File: config.mk
export PLATFORM = sky130hd
export DESIGN_NAME = dram_simm_ctrl
export DESIGN_NICKNAME = d
export VERILOG_FILES = /design/src/rtl/dsc_pkg.sv /design/src/rtl/dsc_seq.sv /design/src/rtl/dsc_strobe_mux.sv /design/src/rtl/dsc_parity_mon.sv /design/src/rtl/dram_simm_ctrl.sv
export SDC_FILE = /design/constraint.sdc
export NUM_CORES = 1
export LEC_CHECK = 0
export ABC_AREA = 1
export BUFFER_PORTS_ARGS = -buffer_cell sky130_fd_sc_hd__buf_2
export CORE_ASPECT_RATIO = 1.2
export CORE_MARGIN = 8
export CORE_UTILIZATION = 49
export CTS_BUF_LIST = sky130_fd_sc_hd__clkbuf_4 sky130_fd_sc_hd__clkbuf_8
export CTS_CLUSTER_SIZE = 25
export DETAILED_ROUTE_END_ITERATION = 7
export GPL_TIMING_DRIVEN = 0
export PLACE_DENSITY = 0.76
export SLEW_MARGIN = 0
export SYNTH_ARGS = -nofsm -noshare
export SYNTH_HDL_FRONTEND = slang
export SYNTH_HIERARCHICAL = 1
export SYNTH_SLANG_ARGS = --single-unit
File: constraint.sdc
create_clock -name clk_i -period 1.5 [get_ports clk_i]
set_input_delay 0.075 -clock clk_i [delete_from_list [all_inputs] [get_ports clk_i]]
set_output_delay 0.075 -clock clk_i [all_outputs]
set_load 0.05 [all_outputs]
File: src/rtl/dsc_pkg.sv
`timescale 1ns/1ps
package dsc_pkg;
  parameter int unsigned DW = 16;

  typedef enum logic [1:0] {
    ST_IDLE = 2'd0,
    ST_ACC  = 2'd1,
    ST_REF  = 2'd2,
    ST_PRE  = 2'd3
  } seq_st_e;

  // even parity: stored word XORs to zero
  function automatic logic [DW:0] make_word(input logic [DW-1:0] d);
    return {^d, d};
  endfunction

  function automatic logic word_bad(input logic [DW:0] w);
    return ^w;
  endfunction

  // hi = two top address bits; lim: 00 lowest quarter, 01 lower half, 1x all
  function automatic logic in_window(input logic [1:0] hi, input logic [1:0] lim);
    return lim[1] || (lim[0] ? !hi[1] : (hi == 2'b00));
  endfunction
endpackage

File: src/rtl/dsc_seq.sv
`timescale 1ns/1ps
module dsc_seq
  import dsc_pkg::*;
#(
  parameter int unsigned T_MUX  = 6,
  parameter int unsigned T_CAS0 = 10,
  parameter int unsigned T_CAS1 = 12,
  parameter int unsigned T_RAS  = 18,
  parameter int unsigned T_PRE  = 8,
  parameter int unsigned T_LEAD = 2
) (
  input  logic    clk_i,
  input  logic    rst_ni,
  input  logic    acc_pend_i,
  input  logic    ref_pend_i,
  input  logic    cas_sel_i,
  output seq_st_e st_o,
  output logic    acc_start_o,
  output logic    ref_start_o,
  output logic    acc_ras_o,
  output logic    acc_cas_o,
  output logic    mux_col_o,
  output logic    ref_ras_o,
  output logic    ref_cas_o,
  output logic    last_acc_o
);
  localparam int unsigned CNT_W = $clog2(T_LEAD + T_RAS + T_PRE + 1);
  localparam logic [CNT_W-1:0] C_MUX     = CNT_W'(T_MUX);
  localparam logic [CNT_W-1:0] C_CAS0    = CNT_W'(T_CAS0);
  localparam logic [CNT_W-1:0] C_CAS1    = CNT_W'(T_CAS1);
  localparam logic [CNT_W-1:0] C_LEAD    = CNT_W'(T_LEAD);
  localparam logic [CNT_W-1:0] C_RAS_END = CNT_W'(T_RAS - 1);
  localparam logic [CNT_W-1:0] C_REF_END = CNT_W'(T_LEAD + T_RAS - 1);
  localparam logic [CNT_W-1:0] C_PRE_END = CNT_W'(T_PRE - 1);

  seq_st_e          st_q;
  logic [CNT_W-1:0] cnt_q;
  logic             free;
  logic [CNT_W-1:0] cas_at;

  assign free        = (st_q == ST_IDLE) || (st_q == ST_PRE && cnt_q == C_PRE_END);
  assign ref_start_o = free && ref_pend_i;
  assign acc_start_o = free && !ref_pend_i && acc_pend_i;

  always_ff @(posedge clk_i or negedge rst_ni) begin
    if (!rst_ni) begin
      st_q  <= ST_IDLE;
      cnt_q <= '0;
    end else begin
      cnt_q <= cnt_q + 1'b1;
      unique case (st_q)
        ST_ACC: if (cnt_q == C_RAS_END) begin st_q <= ST_PRE; cnt_q <= '0; end
        ST_REF: if (cnt_q == C_REF_END) begin st_q <= ST_PRE; cnt_q <= '0; end
        default: begin
          if (ref_start_o)      begin st_q <= ST_REF;  cnt_q <= '0; end
          else if (acc_start_o) begin st_q <= ST_ACC;  cnt_q <= '0; end
          else if (free)        begin st_q <= ST_IDLE; cnt_q <= '0; end
        end
      endcase
    end
  end

  assign cas_at     = cas_sel_i ? C_CAS1 : C_CAS0;
  assign acc_ras_o  = (st_q == ST_ACC);
  assign acc_cas_o  = acc_ras_o && (cnt_q >= cas_at);
  assign mux_col_o  = acc_ras_o && (cnt_q >= C_MUX);
  assign last_acc_o = acc_ras_o && (cnt_q == C_RAS_END);
  assign ref_cas_o  = (st_q == ST_REF);
  assign ref_ras_o  = ref_cas_o && (cnt_q >= C_LEAD);
  assign st_o       = st_q;
endmodule

File: src/rtl/dsc_strobe_mux.sv
`timescale 1ns/1ps
module dsc_strobe_mux (
  input  logic in_ref_i,
  input  logic acc_ras_i,
  input  logic acc_cas_i,
  input  logic acc_wr_i,
  input  logic ref_ras_i,
  input  logic ref_cas_i,
  output logic ras_no,
  output logic cas_no,
  output logic we_no
);
  always_comb begin
    if (in_ref_i) begin
      ras_no = !ref_ras_i;
      cas_no = !ref_cas_i;
      we_no  = 1'b1;
    end else begin
      ras_no = !acc_ras_i;
      cas_no = !(acc_cas_i && acc_ras_i);   // column strobe gated by row strobe
      we_no  = !(acc_ras_i && acc_wr_i);    // early write: enabled from first row cycle
    end
  end
endmodule

File: src/rtl/dsc_parity_mon.sv
`timescale 1ns/1ps
module dsc_parity_mon
  import dsc_pkg::*;
(
  input  logic        clk_i,
  input  logic        rst_ni,
  input  logic        chk_en_i,
  input  logic [DW:0] word_i,
  output logic        perr_no
);
  logic ok_q;

  always_ff @(posedge clk_i or negedge rst_ni) begin
    if (!rst_ni)                            ok_q <= 1'b1;
    else if (chk_en_i && word_bad(word_i))  ok_q <= 1'b0;
  end

  assign perr_no = ok_q;
endmodule

File: src/rtl/dram_simm_ctrl.sv
`timescale 1ns/1ps
module dram_simm_ctrl
  import dsc_pkg::*;
#(
  parameter int unsigned ADDR_W = 24,
  parameter int unsigned COL_W  = 12,
  parameter int unsigned T_MUX  = 6,
  parameter int unsigned T_CAS0 = 10,
  parameter int unsigned T_CAS1 = 12,
  parameter int unsigned T_RAS  = 18,
  parameter int unsigned T_PRE  = 8,
  parameter int unsigned T_LEAD = 2,
  localparam int unsigned ROW_W = ADDR_W - COL_W,
  localparam int unsigned MA_W  = (ROW_W > COL_W) ? ROW_W : COL_W
) (
  input  logic              clk_i,
  input  logic              rst_ni,
  input  logic              go_i,
  input  logic              wr_i,
  input  logic [ADDR_W-1:0] addr_i,
  input  logic [DW-1:0]     wdata_i,
  input  logic [1:0]        lim_i,
  input  logic              cas_sel_i,
  input  logic              ref_req_i,
  output logic              done_o,
  output logic              rd_valid_o,
  output logic [DW-1:0]     rdata_o,
  output logic              perr_no,
  output logic              ras_no,
  output logic              cas_no,
  output logic              we_no,
  output logic [MA_W-1:0]   ma_o,
  output logic [DW:0]       dq_o,
  output logic              dq_oe_o,
  input  logic [DW:0]       dq_i
);
  logic              acc_pend_q, ref_pend_q, req_wr_q;
  logic [ADDR_W-1:0] req_addr_q;
  logic [DW-1:0]     req_wdata_q;

  seq_st_e st;
  logic acc_start, ref_start, acc_ras, acc_cas, mux_col, ref_ras, ref_cas, last_acc;
  logic in_ref, go_ok, rd_cap;
  logic [MA_W-1:0] row_ma, col_ma;

  // named internal events
  assign in_ref = (st == ST_REF);
  assign go_ok  = go_i && !acc_pend_q && (st != ST_ACC) &&
                  in_window(addr_i[ADDR_W-1 -: 2], lim_i);
  assign rd_cap = last_acc && !req_wr_q;

  always_ff @(posedge clk_i or negedge rst_ni) begin
    if (!rst_ni) begin
      acc_pend_q  <= 1'b0;
      ref_pend_q  <= 1'b0;
      req_wr_q    <= 1'b0;
      req_addr_q  <= '0;
      req_wdata_q <= '0;
      done_o      <= 1'b0;
      rd_valid_o  <= 1'b0;
      rdata_o     <= '0;
    end else begin
      ref_pend_q <= ref_req_i || (ref_pend_q && !ref_start);
      if (go_ok) begin
        acc_pend_q  <= 1'b1;
        req_wr_q    <= wr_i;
        req_addr_q  <= addr_i;
        req_wdata_q <= wdata_i;
      end else if (acc_start) begin
        acc_pend_q  <= 1'b0;
      end
      done_o <= last_acc;
      if (rd_cap) begin
        rdata_o    <= dq_i[DW-1:0];
        rd_valid_o <= 1'b1;
      end else if (go_ok) begin
        rd_valid_o <= 1'b0;
      end
    end
  end

  dsc_seq #(
    .T_MUX(T_MUX), .T_CAS0(T_CAS0), .T_CAS1(T_CAS1),
    .T_RAS(T_RAS), .T_PRE(T_PRE), .T_LEAD(T_LEAD)
  ) u_seq (
    .clk_i       (clk_i),
    .rst_ni      (rst_ni),
    .acc_pend_i  (acc_pend_q),
    .ref_pend_i  (ref_pend_q),
    .cas_sel_i   (cas_sel_i),
    .st_o        (st),
    .acc_start_o (acc_start),
    .ref_start_o (ref_start),
    .acc_ras_o   (acc_ras),
    .acc_cas_o   (acc_cas),
    .mux_col_o   (mux_col),
    .ref_ras_o   (ref_ras),
    .ref_cas_o   (ref_cas),
    .last_acc_o  (last_acc)
  );

  dsc_strobe_mux u_mux (
    .in_ref_i  (in_ref),
    .acc_ras_i (acc_ras),
    .acc_cas_i (acc_cas),
    .acc_wr_i  (req_wr_q),
    .ref_ras_i (ref_ras),
    .ref_cas_i (ref_cas),
    .ras_no    (ras_no),
    .cas_no    (cas_no),
    .we_no     (we_no)
  );

  dsc_parity_mon u_par (
    .clk_i    (clk_i),
    .rst_ni   (rst_ni),
    .chk_en_i (rd_cap),
    .word_i   (dq_i),
    .perr_no  (perr_no)
  );

  assign row_ma  = MA_W'(req_addr_q[ADDR_W-1:COL_W]);
  assign col_ma  = MA_W'(req_addr_q[COL_W-1:0]);
  assign ma_o    = mux_col ? col_ma : row_ma;
  assign dq_o    = make_word(req_wdata_q);
  assign dq_oe_o = acc_ras && req_wr_q;
endmodule

==> summary.md, run 1 <==
| Metric | Value |
|---|---|
| Count leader, synth | nand2_1 |
| DRT iter0 DRCs | 188 |
| Internal power | 2.96 mW |
| Worst slew pin tran | 0.892 ns |
| Synth Area in Simple Gates | between 30% and 40% |
| Initial antenna violation count | 0 |
| Root Buffer | clkbuf_8 |
| Largest cells by area after synthesis | dfrtp_1, nand2_1, inv_1 |
| Seq/Total Area, Yosys | 43.6% |
| DIE AREA | 11200 sq um |
| CTS tree | done |
| Failing checks | negative setup slack |
| ANT nets after route | 0 |
| Number of remaining DRC errors | 0 |
| CP endpoint kind | output port |
| Synth top area share | 42.9% |
| Gate power share | around a tenth |
| Fillers | between 400 and 500 |
| Vias in the first global route | 4328 |
| Final HPWL DP | 7550 microns |
| Total GRT Usage | 22.1% |
| Final clock skew | 0.00767 ns |
| CP Max Fanout | 6 |
| Post-Place Cells | 766 |
| RSZ-0062 raised after global routing | yes |
| Pre-antenna DRT Iters | 4 |
| LEAKAGE | approximately 3.5 nW |
| Total CTS buffers | 9 |
| Critical path arrival | 1.83 ns |
| Req. time, crit path | 1.42 ns |
| Post-synthesis mux area share | 0.568% |
| # port buffers | 116 |
| Avg WL per Cell | 15.8 microns |
| Post-layout util | about 82% |
| Final hold violations | 0 |
| Worst setup margin | -0.403 ns |
| PD cells | 585 nW/um^2 |
| Synthesis-to-layout area growth | 65.6% |
| Maxcap violations | 0 |
| Vias per cell | 4.95 |
| Fmax | 525 MHz |
| Post-synthesis xor/xnor area fraction | less than 1% |
| Clock power frac | 41.2% |
| Max-slew violation count | 0 |
| Row count | 36 |
| Layout net count | 852 |
| Async SR Flop Fraction | 100% |
| Net switching power | 0.885 mW |
| Syn_nets | about 630 |
| First-pass GRT wire length | ~20000 microns |
| Total number of vias | around 4400 |
| Clock Tree Buf Depth | 2 |
| H-tree depth | 3 |
| Area leader, netlist | dfrtp_1 |
| Synthesis-stage register bit count | 69 |
| # setup viols final | 80 |
| Mapped Cells | 555 |
| Die height | 115 microns |
| Syn avg cell area | 7.15 sq um |
| Global route overflow | 0 |
| Final wirelength | 13900 microns |
| Startpoint Class | register |
| Worst slew margin | around two fifths |
| CTS clk-pin slew, worst paths | approximately 0.07 ns |
| Share of cells above drive strength 1 | 44.3% |
| Initial Util | 49.7% |
| Final Wtd Congestion | 0.809 |
| Die X | 98.1 microns |
| Synth unique cells | 30 |
| Tcrit/Tclk final | 127% |
| Sequential cell area | 1750 sq um |
| Ys flop type | dfrtp_1 |
| Post-Layout Cell Count | 880 |
| Synth warn | 6 |
| Synth top cells by count | nand2_1, inv_1, dfrtp_1 |
| Post-Syn Area | 3970 sq um |
| Synth Area in Compound Gates | 7.85% |
| Hold Path Class | primary input to register |
| Post-synth EDFFs | 0 |
| Worst VDD drop | between 0.0004 and 0.0005 V |
| Worst-Skew Late Latency | 0.35 ns |
| Status | finished with violations |
| Largest net degree at the start of global routing | 70 |
| Net Sw Frac | 23.0% |
| Tmin final | 1.90 ns |
| Crit Path Class | register to output port |
| Core region area | 7970 sq um |
| I/O pin count | 117 |
| Sequential share of power | roughly half |
| Multi-input logic area | 2250 sq um |
| Hold WS | 0.237 ns |
| Largest family of logic cells by synthesized area | simple AND/OR/NAND/NOR gates |
| Synth Area in Adders | 2.52% |
| # clock sinks | 69 |
[power by group through the flow]
stage | Combinational (mW) | Sequential (mW) | Clock [mW]
6_report | 0.395 | 1.87 | 1.58
5_1_grt | 0.434 | 1.86 | 1.67
4_1_cts | 0.372 | 1.86 | 1.59
3_5_place_dp | 0.250 | 1.90 | 0
3_3_place_gp | 0.242 | 1.90 | 0
2_1_floorplan | 0.0943 | 1.90 | 0
[cell usage in the layout, fill, tap and decap left out, types with 18 or more instances in the layout]
master and count:
buf_2 98, buf_4 28, buf_6 18, dfrtp_1 50, dfrtp_2 18, dlygate4sd3_1 59, inv_1 51, inv_2 25
nand2_1 236, nand2_2 47, o21ai_2 20
[through the flow]
stage / total power [mW] / TNS [ns] / instance area, sq um / setup WS, ns
after detailed placement: 2.15 / -7.89 / 4840 / -0.326
after global routing: 3.97 / -15.36 / 6570 / -0.454
after global placement: 2.14 / -9.44 / 4840 / -0.307
final: 3.84 / -9.93 / 6570 / -0.403
after CTS: 3.83 / -8.15 / 6060 / -0.357
after floorplan: 1.99 / -0.00939 / 4140 / -0.00104
[logic make-up (layout without fill, tap and decap cells)]
logic type,Yosys count,in the layout
muxes,2,2
adders and majority gates,8,8
xor gates and xnor gates,2,2
buffers and inverters,92,321
and+or+nand+nor,338,338
other,0,1
DFF,69,69
AOI/OAI and AO/OA,44,44
[worst paths after layout]
check                                  to      startpoint  slack [ns]  depth (start not counted)
max                              ma_o[10]   u_seq/st_o[1]       -0.40                          7
max reg2reg                 u_par/perr_no  u_seq/cnt_q[1]       -0.17                         12
min reg2reg                 u_par/perr_no   u_par/perr_no        0.45                          2
max in group asynchronous  req_wdata_q[0]          rst_ni        0.47                          2
min                        req_addr_q[23]        lim_i[1]        0.24                          5
min in group asynchronous  req_addr_q[12]          rst_ni        0.39                          2
[routing by layer]
layer  share of wire [%]  up-vias  wire [microns]  global-route usage, %
met1                  36     2044            5050                   22.8
li1                    -     2112               -                      -
met3                 5.2       45             720                   4.62
met2                  55      159            7650                   41.9
met4                 3.6        0             502                   10.1
met5                   0        -               0                      0
[cell type report]
class / instances / area share (%)
tap: 95 / 1.81
antenna: 1 / 0.0381
multi-input combinational: 394 / 34.2
timing repair buffer: 213 / 26.4
sequential: 69 / 26.6
inverter: 80 / 4.80
clock inverter: 2 / 0.533
buffer: 12 / 2.97
clock buffer: 14 / 2.55
[flip-flops by register name, summed over array words and instances (netlist names), 2 cells and up]
register and flops:
rdata_o 16, req_addr_q 24, req_wdata_q 16, u_seq/cnt_q 5
u_seq/st_o 2
[timing repair]
action | 4_1_cts | 5_1_grt
hold buffers | 59 | 0
pin swaps | 10 | 12
hold endpoints to repair | 126 | 0
buffers inserted | 13 | 17
gates resized for setup | 93 | 74
endpoints found under the setup margin | 34 | 84
gates cloned | 3 | 6
[critical path, stage by stage, from the launching register on]
cell and delay [ns]:
dfrtp_1 0.41, inv_2 0.09, ha_4 0.15, inv_4 0.04, a21oi_4 0.15, buf_12 0.16, mux2_4 0.31, buf_6 0.16
Power figures use the tool's default switching activity.
==> run 2, diff against run 1 <==
Settings changed: BUFFER_PORTS_ARGS -buffer_cell sky130_fd_sc_hd__buf_2 to default, CORE_UTILIZATION 49 to 60, DONT_BUFFER_PORTS from default to 1.
==> summary.md, run 2 <==
| Metric | Value |
|---|---|
| Largest cells by area after synthesis | dfrtp_1, nand2_1, inv_1 |
| Root Buffer | clkbuf_8 |
| Exit stage | global routing (5_1_grt) |
| Largest net degree at the start of global routing | 70 |
| Count leader, synth | nand2_1 |
| # clock sinks | 69 (unchanged) |
| Syn_nets | 628 (unchanged) |
| Post-synth EDFFs | 0 (unchanged) |
| Post-Syn Area | 3970 sq um (unchanged) |
| Total CTS buffers | 9 (unchanged) |
| Synth unique cells | 30 (unchanged) |
| Area leader, netlist | dfrtp_1 |
| Final Wtd Congestion | 0.838 (+3.6%) |
| Initial Util | 61.9% (+12 points) |
| Error | [ERROR DPL-0033] detailed placement checks failed during check placement. |
| Worst setup endpoint GRT | cas_no |
| Seq/Total Area, Yosys | 43.6% (unchanged) |
| Final HPWL DP | 7250 microns (-4.0%) |
| # port buffers | 0 (-100%) |
| Die height | 105 microns (-8.3%) |
| Synth top cells by count | nand2_1, inv_1, dfrtp_1 |
| Clock Tree Buf Depth | 2 (unchanged) |
| Die X | 90.2 microns (-8.1%) |
| H-tree depth | 3 (unchanged) |
| Ys flop type | dfrtp_1 |
| Synth top area share | 42.9% (unchanged) |
| Async SR Flop Fraction | 100% (unchanged) |
| Syn avg cell area | 7.15 sq um (unchanged) |
| Mapped Cells | 555 (unchanged) |
| Row count | 32 (-11%) |
| Worst EP kind | output port |
| Status | aborted with a tool error |
| I/O pin count | 117 (unchanged) |
| Synthesis-stage register bit count | 69 (unchanged) |
| Initial antenna violation count | 2 |
| Synth warn | 6 (unchanged) |
==> run 2: logic make-up after synthesis <==
| logic type | count (synthesis) | synth area share (%) |
|---|---|---|
| simple gates | 338 | 34.9 |
| buf+inv | 92 | 10.2 |
| flops | 69 | 43.6 |
| compound gates | 44 | 7.86 |
| fa+ha+maj | 8 | 2.52 |
| xor+xnor | 2 | 0.442 |
| mux | 2 | 0.568 |
==> run 2: per-stage QoR <==
stage / worst slack (ns) / area [sq um] / utilization, % / instances
after floorplan: -0.00104 / 4140 / - / 555
after global placement: -0.224 / 4250 / 66.3 / 640
after detailed placement: -0.261 / 4250 / 66.3 / 640
after CTS: -0.298 / 5370 / 83.8 / 736
==> run 2: what timing repair did <==
item,in CTS
gates cloned,1
endpoints found under the hold margin,127
resized for setup,75
setup endpoints to repair,35
buffers inserted,21
hold buffers,58
pin swaps,26
==> run 3, diff against run 2 <==
Settings changed: CORE_ASPECT_RATIO 1.2 to default, CORE_UTILIZATION 60 to 40, CTS_BUF_LIST sky130_fd_sc_hd__clkbuf_4 sky130_fd_sc_hd__clkbuf_8 to default, CTS_CLUSTER_SIZE 25 to default, PLACE_DENSITY 0.76 to default, PLACE_DENSITY_LB_ADDON from default to 0.15.
Clock period 1.5 ns to 1.95 ns, I/O delays scaled along.
==> summary.md, run 3 (same netlist as run 1, synthesis figures left out) <==
| Metric | Value |
|---|---|
| Total GRT Usage | 16.5% |
| Vias in the first global route | 3709 |
| R2r startpoint | u_seq/cnt_q[1] |
| Synthesis-to-layout area growth | 33.7% |
| GRT busiest layer | met2 |
| Initial Util | 41.0% (-21 points) |
| Most common cell after layout, fill and taps aside | nand2_1 |
| Met2 Usage GRT | 28.5% |
| Final hold violations | 0 |
| Hold WS | 0.104 ns |
| Final clock skew | 0.00710 ns |
| Worst slew pin tran | 0.560 ns |
| Post-Place Cells | 688 (+7.5%) |
| Root Buffer | clkbuf_8 |
| Pre-CTS setup slack | -0.420 ns (-0.159 ns) |
| CTS clk-pin slew, worst paths | around 0.070 ns |
| Tmin final | ~1.9 ns |
| Crit Path Class | register to output port |
| Total CTS buffers | 9 (unchanged) |
| Hold Path Class | primary input to register |
| Top Registers | req_addr_q (24), rdata_o (16), req_wdata_q (16) |
| CTS tree | done |
| RSZ-0062 raised after global routing | yes |
| Met3 GRT Util | under 10% |
| Die height | 116 microns (+10%) |
| Global route overflow | 0 |
| Initial antenna violation count | 0 |
| Commonest non-fill, non-tap cells in the layout | nand2_1, inv_1, dlygate4sd3_1 |
| Crit-path cells | inv_2 -> ha_4 -> inv_4 -> a21oi_4 -> clkbuf_16 -> o21ai_4 |
| Final Wtd Congestion | 0.831 (-0.93%) |
| Req. time, crit path | 1.85 ns |
| Fillers | between 900 and 1000 |
| CP max stage delay | around 0.44 ns |
| DRT iter0 DRCs | 147 |
| H-tree depth | 3 (unchanged) |
| Pre-antenna DRT Iters | 4 |
| Most flop-heavy register | req_addr_q |
| Number of remaining DRC errors | 0 |
| # clock sinks | 69 (unchanged) |
| Vias per cell | 4.68 |
| Clock Tree Buf Depth | 2 (unchanged) |
| Reg-to-reg slack, setup | 0.14 ns |
| PD cells | roughly 570 nW/um^2 |
| Min-delay src | addr_i[23] |
| Startpoint Class | register |
| I/O pin count | 117 (unchanged) |
| Post-Layout Cell Count | 773 |
| Final wirelength | about 10000 microns |
| Total number of vias | 3621 |
| LEAKAGE | 2.74 nW |
| Max-slew violation count | 0 |
| Worst reg-to-reg path cell count | 10 |
| Fin area | 5300 sq um |
| Worst setup margin | 0.0552 ns |
| Antenna diodes | 0 |
| Worst reg2reg endpoint | rdata_o[11] |
| Worst VDD drop | 0.000309 V |
| CP Max Fanout | 10 |
| Core region area | 9680 sq um |
| Largest net degree at the start of global routing | 70 |
| Layout net count | 708 |
| CP endpoint kind | output port |
| Critical path arrival | 1.80 ns |
| Die X | 116 microns (+28%) |
| First-pass GRT wire length | 17400 microns |
| Final HPWL DP | 7480 microns (+3.2%) |
| Worst-Skew Late Latency | 0.35 ns |
| # port buffers | 0 (unchanged) |
| Slowest-stage cell, CP | dfrtp_2 |
| Row count | 36 (+13%) |
| TNS Setup | 0 ns |
| Post-layout util | approximately 55% |
| Worst Hold Endpoint | req_addr_q[22] |
| Tcrit/Tclk final | 97.2% |
| Avg WL per Cell | 13.5 microns |
| Share of cells above drive strength 1 | 22.8% |
| Status | finished clean |
| # setup viols final | 0 |
| GR Util met1 | about a fifth |
| Max reg flops | 24 |
| Maxcap violations | 0 |
| DP Area | 4150 sq um (-2.4%) |
| Total chip power | 3.01 mW |
| Worst slew margin | 62.6% |
| Worst hold stages | 3 |
| ANT nets after route | 0 |
| DIE AREA | 13400 sq um |
| Fmax | 528 MHz |
[run 3: layout make-up]
| type | count | area (sq um) | area share, % |
|---|---|---|---|
| clock inverters | 3 | 67.6 | 1.27 |
| flip-flops and latches | 69 | 1750 | 33.0 |
| plain buffers | 12 | 133 | 2.50 |
| inverters | 80 | 305 | 5.76 |
| multi-input cells | 394 | 2030 | 38.2 |
| repair buffers | 69 | 693 | 13.1 |
| well taps | 133 | 166 | 3.14 |
| clock buffers | 13 | 159 | 3.00 |
[run 3: what timing repair did]
action | CTS | global route
gates resized for setup | 53 | 22
cloned | 1 | 0
hold buffers | 60 | 0
setup buffers | 0 | 8
pin swaps | 3 | 4
endpoints found under the hold margin | 127 | 0
endpoints found under the setup margin | 25 | 24
[run 3: where the power goes]
group | total (mW) | switching (mW) | internal (mW)
Sequential | 1.43 | 0.00180 | 1.43
Clock | 1.35 | 0.559 | 0.792
Combinational | 0.221 | 0.102 | 0.119
[run 3: worst max path at each step]
stage / start / to / depth (start not counted) / slack (ns)
2_1_floorplan: u_seq/st_o[1] / ma_o[4] / 7 / -0.03
5_1_grt: req_wdata_q[5] / dq_o[16] / 10 / -0.01
6_report: u_seq/st_o[1] / ma_o[7] / 6 / 0.06
4_1_cts: u_seq/st_o[1] / ma_o[9] / 7 / 0.005
3_5_place_dp: u_seq/st_o[1] / ma_o[9] / 7 / -0.42
3_3_place_gp: u_seq/st_o[1] / ma_o[9] / 7 / -0.43
[run 3: metal layers]
layer  vias up  wire (microns)  part of all wire [%]
li1       1822               -                     -
met1      1691            4250                    41
met2        92            5280                    50
met3        16             709                   6.8
met4         0             220                   2.1
met5         -               0                     0
[run 3: critical path: cells and delay by family (launching register included)]
family | cells | cell delay, ns
DFF | 1 | 0.44
buffers and inverters | 3 | 0.41
AOI/OAI and AO/OA | 2 | 0.42
adders and majority gates | 1 | 0.16
==> run 4, diff against run 3 <==
Settings changed: GPL_TIMING_DRIVEN 0 to default, SLEW_MARGIN 0 to default.
==> summary.md, run 4 (same netlist as run 1, synthesis figures left out) <==
| Metric | Value |
|---|---|
| Worst hold stages | 5 (+2) |
| Fmax | 532 MHz (+0.74%) |
| Worst Path Buf+Inv | 4 (+1) |
| Fillers | 912 (+1.2%) |
| Final clock skew | 0.0134 ns (+0.00630 ns) |
| Synthesis-to-layout area growth | 33.3% |
| Hold WS | 0.152 ns (+0.0484 ns) |
| Top Registers | req_addr_q (24), rdata_o (16), req_wdata_q (16) |
| Worst reg-to-reg path cell count | 9 (-1) |
| Max-slew violation count | 0 (unchanged) |
| Worst-Skew Late Latency | 0.34 ns (about the same) |
| I/O pin count | 117 (unchanged) |
| Gate power share | 8.0% (+0.6 points) |
| Max reg flops | 24 (unchanged) |
| Vias per cell | 4.54 (-3.1%) |
| Worst VDD drop | 0.000266 V (-14%) |
| Avg WL per Cell | 13.2 microns (-2.6%) |
| DIE AREA | 13400 sq um (unchanged) |
| Post-Layout Cell Count | 794 (+2.7%) |
| Post-Place Cells | 712 (+3.5%) |
| Net switching power | 0.707 mW (+6.7%) |
| Startpoint Class | register |
| Path length in cells of the critical path | 7 (+1) |
| Share of cells above drive strength 1 | 20.3% (-2.5 points) |
| Root Buffer | clkbuf_8 |
| Sequential share of power | 52.5% (+4.8 points) |
| Largest net degree at the start of global routing | 70 (unchanged) |
| Die height | 116 microns (unchanged) |
| CP delay by family, top | buffers and inverters |
| Maxcap violations | 0 (unchanged) |
| Hold Path Class | primary input to register |
| Clock Tree Buf Depth | 2 (unchanged) |
| CP endpoint kind | output port |
| Worst slew margin | 63.6% (+1.0 points) |
| Final HPWL DP | 7400 microns (-1.1%) |
| Req. time, crit path | 1.85 ns (about the same) |
| Row count | 36 (unchanged) |
| Pre-antenna DRT Iters | 4 (unchanged) |
| Slowest-stage cell, CP | dfrtp_1 |
| DRT iter0 DRCs | 134 (-8.8%) |
| CP Max Fanout | 6 (-4) |
| Initial antenna violation count | 0 (unchanged) |
| Number of remaining DRC errors | 0 (unchanged) |
| H-tree depth | 3 (unchanged) |
| Net Sw Frac | 25.9% (+3.8 points) |
| # clock sinks | 69 (unchanged) |
| Die X | 116 microns (unchanged) |
| Internal power | 2.02 mW (-14%) |
| CTS clk-pin slew, worst paths | 0.09 ns (+0.02 ns) |
| LEAKAGE | 2.80 nW (+2.2%) |
| Status | finished clean |
| Cell repeated most along the worst path | inv_2 |
| Final hold violations | 0 (unchanged) |
| Final wirelength | 10500 microns (about the same) |
| Tmin final | 1.88 ns (-0.0140 ns) |
| Initial Util | 41.0% (unchanged) |
| # port buffers | 0 (unchanged) |
| Core region area | 9680 sq um (unchanged) |
| Fin area | 5290 sq um (-0.26%) |
| Total CTS buffers | 9 (unchanged) |
| Total GRT Usage | 15.8% (-0.64 points) |
| CTS tree | done |
| Vias in the first global route | 3611 (-2.6%) |
| Crit-path cells | inv_2 -> ha_4 -> inv_2 -> a21oi_4 -> buf_2 -> o21ai_1 -> buf_4 |
| Total chip power | 2.73 mW (-9.1%) |
| Most common cell after layout, fill and taps aside | nand2_1 |
| TNS Setup | 0 ns (unchanged) |
| Critical path arrival | 1.78 ns (-0.02 ns) |
| Clock power frac | 39.5% (-5.5 points) |
| Most flop-heavy register | req_addr_q |
| Final Wtd Congestion | 0.830 (-0.12%) |
| Crit Path Class | register to output port |
| Global route overflow | 0 (unchanged) |
| DP Area | 4360 sq um (+5.1%) |
| RSZ-0062 raised after global routing | yes |
| CP max stage delay | 0.40 ns (-0.04 ns) |
| Antenna diodes | 0 (unchanged) |
| Tcrit/Tclk final | 96.5% (-0.72 points) |
| Total number of vias | 3605 (-0.44%) |
| Worst slew pin tran | 0.545 ns (-0.0156 ns) |
| # setup viols final | 0 (unchanged) |
| Commonest non-fill, non-tap cells in the layout | nand2_1, inv_1, dfrtp_1 |
| ANT nets after route | 0 (unchanged) |
| First-pass GRT wire length | 16800 microns (-3.4%) |
| Layout net count | 729 (+3.0%) |
| PD cells | 517 nW/um^2 (-8.9%) |
run 4: through the flow:
step,utilization [%],setup slack (ns)
2_1_floorplan,-,-0.0287
4_1_cts,53.7,0.00173
5_1_grt,54.6,-0.0137
6_report,54.6,0.0692
3_3_place_gp,45.0,0.308
3_5_place_dp,45.0,0.272
run 4: tightest hold or removal path: cells and delay by family:
family	cells	cell delay (ns)
and+or+nand+nor	3	0.19
buffers and inverters	1	0.11
AOI/OAI and AO/OA	1	0.07
run 4: repair_timing:
action,CTS,global route
gates resized for setup,9,16
endpoints found under the hold margin,127,0
setup buffers,1,2
cloned,1,2
hold buffers,60,0
endpoints found under the setup margin,11,13
pin swaps,0,1
run 4: per-layer routing:
layer	GRT usage [%]	vias up	share of wire, %
met5	0	-	0
met1	17.4	1639	41
met4	6.48	0	1.7
met2	28.3	84	51
li1	-	1867	-
met3	4.06	15	6.6
run 4: final cells by class:
type	instances	area [sq um]	share of cell area (%)
Tap cell	133	166	3.15
Multi-Input combinational cell	394	1910	36.0
Clock inverter	7	57.6	1.09
Clock buffer	9	124	2.34
Inverter	80	303	5.73
Timing Repair Buffer	102	1000	19.0
Sequential cell	69	1730	32.7
run 4: worst paths after layout:
check | end | start | slack (ns)
max in group asynchronous | u_par/perr_no | rst_ni | 1.31
worst min-delay path | req_addr_q[23] | addr_i[23] | 0.15
worst max register to register | rdata_o[14] | u_seq/cnt_q[1] | 0.33
worst min register to register | req_addr_q[22] | req_addr_q[22] | 0.49
min in group asynchronous | u_seq/st_o[1] | rst_ni | 0.31
worst max-delay path | ma_o[9] | u_seq/st_o[1] | 0.07
run 4: power groups by stage:
stage	Clock, mW	Combinational (mW)	Sequential (mW)
global placement	0	0.0801	1.46
detailed placement	0	0.0828	1.46
global route	1.18	0.246	1.43
finish	1.08	0.220	1.43
floorplan	0	0.0725	1.46
CTS	1.12	0.223	1.43
